===== src/rtl/sync_hunt_rx_pkg.sv =====
package sync_hunt_rx_pkg;
    typedef enum logic [1:0] {
        ST_HUNT  = 2'd0,
        ST_SYNC2 = 2'd1,
        ST_LOCK  = 2'd2
    } shr_state_e;
endpackage


===== src/rtl/sync_hunt_rx_window.sv =====
// Sliding window of the most recent bits and sync pattern comparators.
module sync_hunt_rx_window #(
    parameter int MAX_W   = 8,
    parameter int LEN_W   = 2,
    parameter int MIN_LEN = 5
) (
    input  logic             clk,
    input  logic             rst_n,
    input  logic             bit_en,
    input  logic             rx_bit,
    input  logic [LEN_W-1:0] cfg_len,
    input  logic [MAX_W-1:0] sync_a,
    input  logic [MAX_W-1:0] sync_b,
    output logic             hit_a,
    output logic             hit_b
);
    localparam int CW = $clog2(MAX_W + 2);

    typedef struct packed {
        logic [MAX_W-1:0] win;
    } win_s;

    win_s             win_d, win_q;
    logic [CW-1:0]    len_w;
    logic [CW-1:0]    shamt;
    logic [MAX_W-1:0] win_nx;
    logic [MAX_W-1:0] aligned;
    logic [MAX_W-1:0] mask;

    always_comb begin
        win_d   = win_q;
        len_w   = CW'(MIN_LEN) + CW'(cfg_len);
        shamt   = CW'(MAX_W) - len_w;
        // newest bit enters at the top; the oldest of the last N ends in bit 0
        win_nx  = {rx_bit, win_q.win[MAX_W-1:1]};
        aligned = win_nx >> shamt;
        mask    = ~({MAX_W{1'b1}} << len_w);
        hit_a   = aligned == (sync_a & mask);
        hit_b   = aligned == (sync_b & mask);
        if (bit_en) begin
            win_d.win = win_nx;
        end
    end

    always_ff @(posedge clk or negedge rst_n) begin
        if (!rst_n) begin
            win_q <= '0;
        end else begin
            win_q <= win_d;
        end
    end
endmodule


===== src/rtl/sync_hunt_rx_frame.sv =====
// Hunt / second-sync / locked sequencing and character assembly.
module sync_hunt_rx_frame
    import sync_hunt_rx_pkg::*;
#(
    parameter int MAX_W   = 8,
    parameter int LEN_W   = 2,
    parameter int MIN_LEN = 5
) (
    input  logic             clk,
    input  logic             rst_n,
    input  logic             bit_en,
    input  logic             rx_bit,
    input  logic [LEN_W-1:0] cfg_len,
    input  logic             cfg_par_en,
    input  logic             cfg_par_odd,
    input  logic             cfg_dual,
    input  logic             cfg_ext,
    input  logic             ext_sync,
    input  logic             hunt_cmd,
    input  logic             hit_a,
    input  logic             hit_b,
    output logic             done,
    output logic [MAX_W-1:0] done_data,
    output logic             done_perr,
    output logic             locked
);
    localparam int CW = $clog2(MAX_W + 2);
    localparam int IW = $clog2(MAX_W);

    typedef struct packed {
        shr_state_e       st;
        logic [CW-1:0]    cnt;
        logic [MAX_W-1:0] dat;
        logic             acc;
    } frm_s;

    frm_s             frm_d, frm_q;
    logic [CW-1:0]    len_w;
    logic [CW-1:0]    frm_w;
    logic [CW-1:0]    cnt_inc;
    logic [MAX_W-1:0] asm_dat;
    logic             asm_acc;

    always_comb begin
        frm_d     = frm_q;
        done      = 1'b0;
        done_perr = 1'b0;
        len_w     = CW'(MIN_LEN) + CW'(cfg_len);
        frm_w     = len_w + CW'(cfg_par_en);
        cnt_inc   = frm_q.cnt + 1'b1;
        asm_dat   = (frm_q.cnt == '0) ? '0 : frm_q.dat;
        asm_acc   = (frm_q.cnt == '0) ? 1'b0 : frm_q.acc;
        if (frm_q.cnt < len_w) begin
            asm_dat[frm_q.cnt[IW-1:0]] = rx_bit;
        end
        done_data = asm_dat;

        if (hunt_cmd) begin
            frm_d.st  = ST_HUNT;
            frm_d.cnt = '0;
            frm_d.acc = 1'b0;
        end else if (bit_en) begin
            case (frm_q.st)
                ST_HUNT: begin
                    if (cfg_ext) begin
                        if (ext_sync) begin
                            frm_d.st  = ST_LOCK;
                            frm_d.cnt = CW'(1);
                            frm_d.dat = MAX_W'(rx_bit);
                            frm_d.acc = rx_bit;
                        end
                    end else begin
                        if (frm_q.cnt < len_w) begin
                            frm_d.cnt = cnt_inc;
                        end
                        if (cnt_inc >= len_w && hit_a) begin
                            frm_d.cnt = '0;
                            frm_d.acc = 1'b0;
                            frm_d.st  = cfg_dual ? ST_SYNC2 : ST_LOCK;
                        end
                    end
                end
                ST_SYNC2: begin
                    frm_d.cnt = cnt_inc;
                    if (cnt_inc == len_w) begin
                        frm_d.cnt = '0;
                        frm_d.st  = hit_b ? ST_LOCK : ST_HUNT;
                    end
                end
                ST_LOCK: begin
                    frm_d.dat = asm_dat;
                    frm_d.acc = asm_acc ^ rx_bit;
                    frm_d.cnt = cnt_inc;
                    if (cnt_inc == frm_w) begin
                        done      = 1'b1;
                        done_perr = cfg_par_en && ((asm_acc ^ rx_bit) != cfg_par_odd);
                        frm_d.cnt = '0;
                    end
                end
                default: begin
                    frm_d.st  = ST_HUNT;
                    frm_d.cnt = '0;
                end
            endcase
        end
        locked = frm_q.st == ST_LOCK;
    end

    always_ff @(posedge clk or negedge rst_n) begin
        if (!rst_n) begin
            frm_q <= '{st: ST_HUNT, cnt: '0, dat: '0, acc: 1'b0};
        end else begin
            frm_q <= frm_d;
        end
    end
endmodule


===== src/rtl/sync_hunt_rx_hold.sv =====
// One-deep receive buffer with ready and sticky error flags.
module sync_hunt_rx_hold #(
    parameter int MAX_W = 8
) (
    input  logic             clk,
    input  logic             rst_n,
    input  logic             done,
    input  logic [MAX_W-1:0] done_data,
    input  logic             done_perr,
    input  logic             rd_stb,
    input  logic             clr_err,
    output logic [MAX_W-1:0] rd_data,
    output logic             rx_ready,
    output logic             par_err,
    output logic             ovr_err
);
    typedef struct packed {
        logic [MAX_W-1:0] data;
        logic             rdy;
        logic             perr;
        logic             ovr;
    } hold_s;

    hold_s hold_d, hold_q;

    always_comb begin
        hold_d = hold_q;
        if (rd_stb) begin
            hold_d.rdy = 1'b0;
        end
        if (clr_err) begin
            hold_d.perr = 1'b0;
            hold_d.ovr  = 1'b0;
        end
        if (done) begin
            hold_d.data = done_data;
            hold_d.rdy  = 1'b1;
            if (hold_q.rdy && !rd_stb) begin
                hold_d.ovr = 1'b1;
            end
            if (done_perr) begin
                hold_d.perr = 1'b1;
            end
        end
    end

    always_ff @(posedge clk or negedge rst_n) begin
        if (!rst_n) begin
            hold_q <= '0;
        end else begin
            hold_q <= hold_d;
        end
    end

    assign rd_data  = hold_q.data;
    assign rx_ready = hold_q.rdy;
    assign par_err  = hold_q.perr;
    assign ovr_err  = hold_q.ovr;
endmodule


===== src/rtl/sync_hunt_rx.sv =====
module sync_hunt_rx #(
    parameter int MAX_W   = 8,
    parameter int LEN_W   = 2,
    parameter int MIN_LEN = 5
) (
    input  logic             clk,
    input  logic             rst_n,
    input  logic             bit_en,
    input  logic             rx_bit,
    input  logic [LEN_W-1:0] cfg_len,
    input  logic             cfg_par_en,
    input  logic             cfg_par_odd,
    input  logic             cfg_dual,
    input  logic             cfg_ext,
    input  logic             ext_sync,
    input  logic [MAX_W-1:0] sync_a,
    input  logic [MAX_W-1:0] sync_b,
    input  logic             hunt_cmd,
    input  logic             rd_stb,
    input  logic             clr_err,
    output logic [MAX_W-1:0] rd_data,
    output logic             rx_ready,
    output logic             par_err,
    output logic             ovr_err,
    output logic             sync_det
);
    logic             hit_a;
    logic             hit_b;
    logic             frm_done;
    logic [MAX_W-1:0] frm_data;
    logic             frm_perr;

    sync_hunt_rx_window #(.MAX_W(MAX_W), .LEN_W(LEN_W), .MIN_LEN(MIN_LEN)) u_window (
        .clk     (clk),
        .rst_n   (rst_n),
        .bit_en  (bit_en),
        .rx_bit  (rx_bit),
        .cfg_len (cfg_len),
        .sync_a  (sync_a),
        .sync_b  (sync_b),
        .hit_a   (hit_a),
        .hit_b   (hit_b)
    );

    sync_hunt_rx_frame #(.MAX_W(MAX_W), .LEN_W(LEN_W), .MIN_LEN(MIN_LEN)) u_frame (
        .clk         (clk),
        .rst_n       (rst_n),
        .bit_en      (bit_en),
        .rx_bit      (rx_bit),
        .cfg_len     (cfg_len),
        .cfg_par_en  (cfg_par_en),
        .cfg_par_odd (cfg_par_odd),
        .cfg_dual    (cfg_dual),
        .cfg_ext     (cfg_ext),
        .ext_sync    (ext_sync),
        .hunt_cmd    (hunt_cmd),
        .hit_a       (hit_a),
        .hit_b       (hit_b),
        .done        (frm_done),
        .done_data   (frm_data),
        .done_perr   (frm_perr),
        .locked      (sync_det)
    );

    sync_hunt_rx_hold #(.MAX_W(MAX_W)) u_hold (
        .clk       (clk),
        .rst_n     (rst_n),
        .done      (frm_done),
        .done_data (frm_data),
        .done_perr (frm_perr),
        .rd_stb    (rd_stb),
        .clr_err   (clr_err),
        .rd_data   (rd_data),
        .rx_ready  (rx_ready),
        .par_err   (par_err),
        .ovr_err   (ovr_err)
    );
endmodule


===== config.mk =====
export PLATFORM = sky130hd
export DESIGN_NAME = sync_hunt_rx
export DESIGN_NICKNAME = d
export VERILOG_FILES = /design/src/rtl/sync_hunt_rx_pkg.sv /design/src/rtl/sync_hunt_rx_window.sv /design/src/rtl/sync_hunt_rx_frame.sv /design/src/rtl/sync_hunt_rx_hold.sv /design/src/rtl/sync_hunt_rx.sv
export SDC_FILE = /design/constraint.sdc
export NUM_CORES = 1
export LEC_CHECK = 0
export BUFFER_PORTS_ARGS = -buffer_cell sky130_fd_sc_hd__buf_2
export CAP_MARGIN = 20
export CELL_PAD_IN_SITES_DETAIL_PLACEMENT = 1
export CELL_PAD_IN_SITES_GLOBAL_PLACEMENT = 1
export CORE_AREA = 2 2 82 84
export DETAILED_ROUTE_END_ITERATION = 10
export DIE_AREA = 0 0 84 86
export GPL_ROUTABILITY_DRIVEN = 0
export PLACE_DENSITY = 0.76
export SKIP_LAST_GASP = 1
export SYNTH_ARGS = -nofsm -noshare
export SYNTH_HDL_FRONTEND = slang
export SYNTH_HIERARCHICAL = 1
export SYNTH_SLANG_ARGS = --single-unit

===== constraint.sdc =====
create_clock -name clk -period 3.5 [get_ports clk]
set_clock_uncertainty 0.15 [all_clocks]
set_input_delay 0 -clock clk [delete_from_list [all_inputs] [get_ports clk]]
set_output_delay 0 -clock clk [all_outputs]
set_load 0.1 [all_outputs]

==> impl_metrics.ini <==
[global_routing]
grt_pass1_vias = 2546
antenna_found_initial = 0
grt_max_degree = 34
gr-total-overflow = 0
grt_pass1_wl_mm = 12.61
grt_usage_pct = 21.84

[sta]
setup_viol = 0
setup_slack_ps = 278.0
timing.hold.ws_ps = 39.42
fmax_mhz = 310.4
slew_headroom_pct = 49.94
hold_viol_final = 0
rsz0062_at_grt = no
worst_pin_slew_ps = 750.8
report.final.slew_viol_count = 0
post-route-period-util_pct = 92.06
layout_min_cycle_time_ps = 3222
fin_setup_tns_ps = 0

[floorplanning]
start_util_pct = 43.93
dieArea_um2 = 7224
io_pins = 42
die_h_um = 86
core_area_um2 = 6277
die_w_um = 84
std_cell_rows = 29

[setup_path]
r2r_start = u_frame/frm_q[10]
cp_max_fo = 11
required_ps = 3520
endpoint_kind = register
cp_data_arrival_time_ps = 3240
r2r_end = u_frame/frm_q[14]
cp-startpoint = u_frame/frm_q[10]
reg2reg_depth = 10
start_kind = register
rrSetupSlack_ps = 280
path_class = reg -> reg

[final_layout]
final_cell_mix = buf_2 (41), dfrtp_1 (32), nand2_1 (20)
fin_nets = 377
drive_above_1_share_pct = 27.58
n_antenna_cell = 0
fin_cells = 407
synthToLayoutAreaGrowth_pct = 16.47
final_common_cell = buf_2
finalInstanceArea_um2 = 3212
post-route-util_pct = 51.17

[route]
drc = 0
vias = 2445
post_drt_wl_per_cell_um = 18.09
drtAntennaViolNets = 0
drt_pre_antenna_iters = 4
via_per_inst = 6.007
drtIter0Drc = 114
drt_wl_total_mm = 7.362

[placed_design]
dpl.hpwl_mm = 5.620
dpl_cell_area_um2 = 3025
place_inst = 392
io_buffers = 41
pre_cts_ws_ps = -127.4

[power_and_ir_drop]
p_comb_share_pct = 30.6
p_per_area_nw_per_um2 = 327.0
power.total_mw = 1.050
p_sw_share_pct = 32.64
clkPwrFrac_pct = 27.6
pwr-share-seq_pct = 41.8
internal_power_uw = 707.4
p_leak_nw = 1.492
power_switching_uw = 342.7
ir_worst_vdd_uv = 318.5

[clocking]
cts_sinks = 33
cts_buffer_depth = 2
clkLatencyLatePin_ps = 290
numCtsBuffers = 5
clk_pin_slew_ps = 60
cts_root_buf = clkbuf_8
cts_tree = yes
htree_levels = 2

[synthesis]
syn_nets = 327
yosys_warnings = 6
syn_inst = 280
ys_seq_area_share_pct = 29.95
yosysUniqueCellTypes = 65
ys_dominant_reg_cell = dfrtp_1
async_reset_ff_share_pct = 100.0
synth-seq-cells = 33
synth_edf_count = 0
synth_area_um2 = 2758
synth.avg_cell_area_um2 = 9.849

[worst_hold_path]
hold_end = u_frame/frm_q[9]
holdPathStages = 4
hp-class = in -> reg
worstHoldStart = cfg_ext

[outcome]
outcome = finished, final reports clean

[run]
drv_cap = 0
[cell type report]
cell class	instances	area (um2)
fill	767	3065
multi-input combinational	219	1800
sequential	33	827.0
timing repair buffer	57	349.1
tap	77	96.34
clock buffer	7	86.33
inverter	14	52.55
[per-layer routing]
layer | vias to the layer above | share of wire (%) | global-route usage [%]
li1 | 1161 | - | -
met1 | 1229 | 48 | 30.01
met2 | 45 | 46 | 34.84
met3 | 10 | 3.5 | 3.561
met4 | 0 | 1.9 | 8.211
met5 | - | 0 | 0
[flip-flops by register name, indices dropped and copies added, names as in the netlist]
register,cells
u_frame/frm_q,15
u_hold/ovr_err,1
u_hold/par_err,1
u_hold/rd_data,8
u_hold/rx_ready,1
u_window/win_q,7
[power by group through the flow]
stage          logic (mW)  clock network [mW]  registers (mW)
2_1_floorplan       0.225                   0           0.433
3_3_place_gp        0.298                   0           0.443
3_5_place_dp        0.309                   0           0.446
4_1_cts             0.318               0.301           0.439
5_1_grt             0.359               0.314           0.443
6_report            0.322               0.289           0.439
[cell usage after synthesis, types with 4 or more instances]
library cell	instances	area (um2)
mux4_2	4	90.09
clkbuf_1	4	15.01
inv_1	13	48.80
xor2_1	6	52.55
nor3_1	4	20.02
a21oi_1	13	65.06
a21o_1	4	30.03
mux2i_1	11	110.1
nor2_1	11	41.29
ha_1	16	200.2
mux2_2	8	90.09
dfrtp_1	33	825.8
mux2_4	7	105.1
a22o_1	9	78.83
o21ai_0	13	65.06
nand4_1	5	31.28
o211ai_1	4	30.03
nand3_1	7	35.03
buf_6	5	56.30
xnor2_1	7	61.31
nand2_1	20	75.07
nand2b_1	6	37.54
[what timing repair did]
action / 4_1_cts / 5_1_grt
hold buffers: 8 / 0
resized for setup: 0 / 4
buffers inserted: 0 / 0
setup endpoints to repair: 0 / 7
endpoints found under the hold margin: 47 / 0
[worst max path at each step]
stage | to | slack (ps) | cells past startpoint
2_1_floorplan | u_frame/frm_q[14] | 480 | 10
3_3_place_gp | u_frame/frm_q[14] | -50 | 12
3_5_place_dp | u_frame/frm_q[14] | -130 | 14
4_1_cts | u_frame/frm_q[14] | 150 | 10
5_1_grt | u_frame/frm_q[14] | 50 | 10
6_report | u_frame/frm_q[14] | 280 | 10
[worst max-delay path, stage by stage (launching register included)]
cell	delay, ps
dfrtp_2	480
ha_1	330
nand2b_1	160
nand2_1	70
ha_1	290
and3_1	170
a221o_1	390
a2111oi_4	480
nor4_1	110
nor2_1	140
mux2_1	340
[kinds of logic after synthesis]
logic type | Yosys count | share of synthesized area [%]
AOI/OAI and AO/OA | 79 | 21.55
and+or+nand+nor | 79 | 16.02
DFF | 33 | 29.95
muxes | 31 | 14.75
buffers and inverters | 28 | 5.625
adders and majority gates | 17 | 7.985
xor gates and xnor gates | 13 | 4.129
No activity file was read; power rests on OpenSTA's default activity.
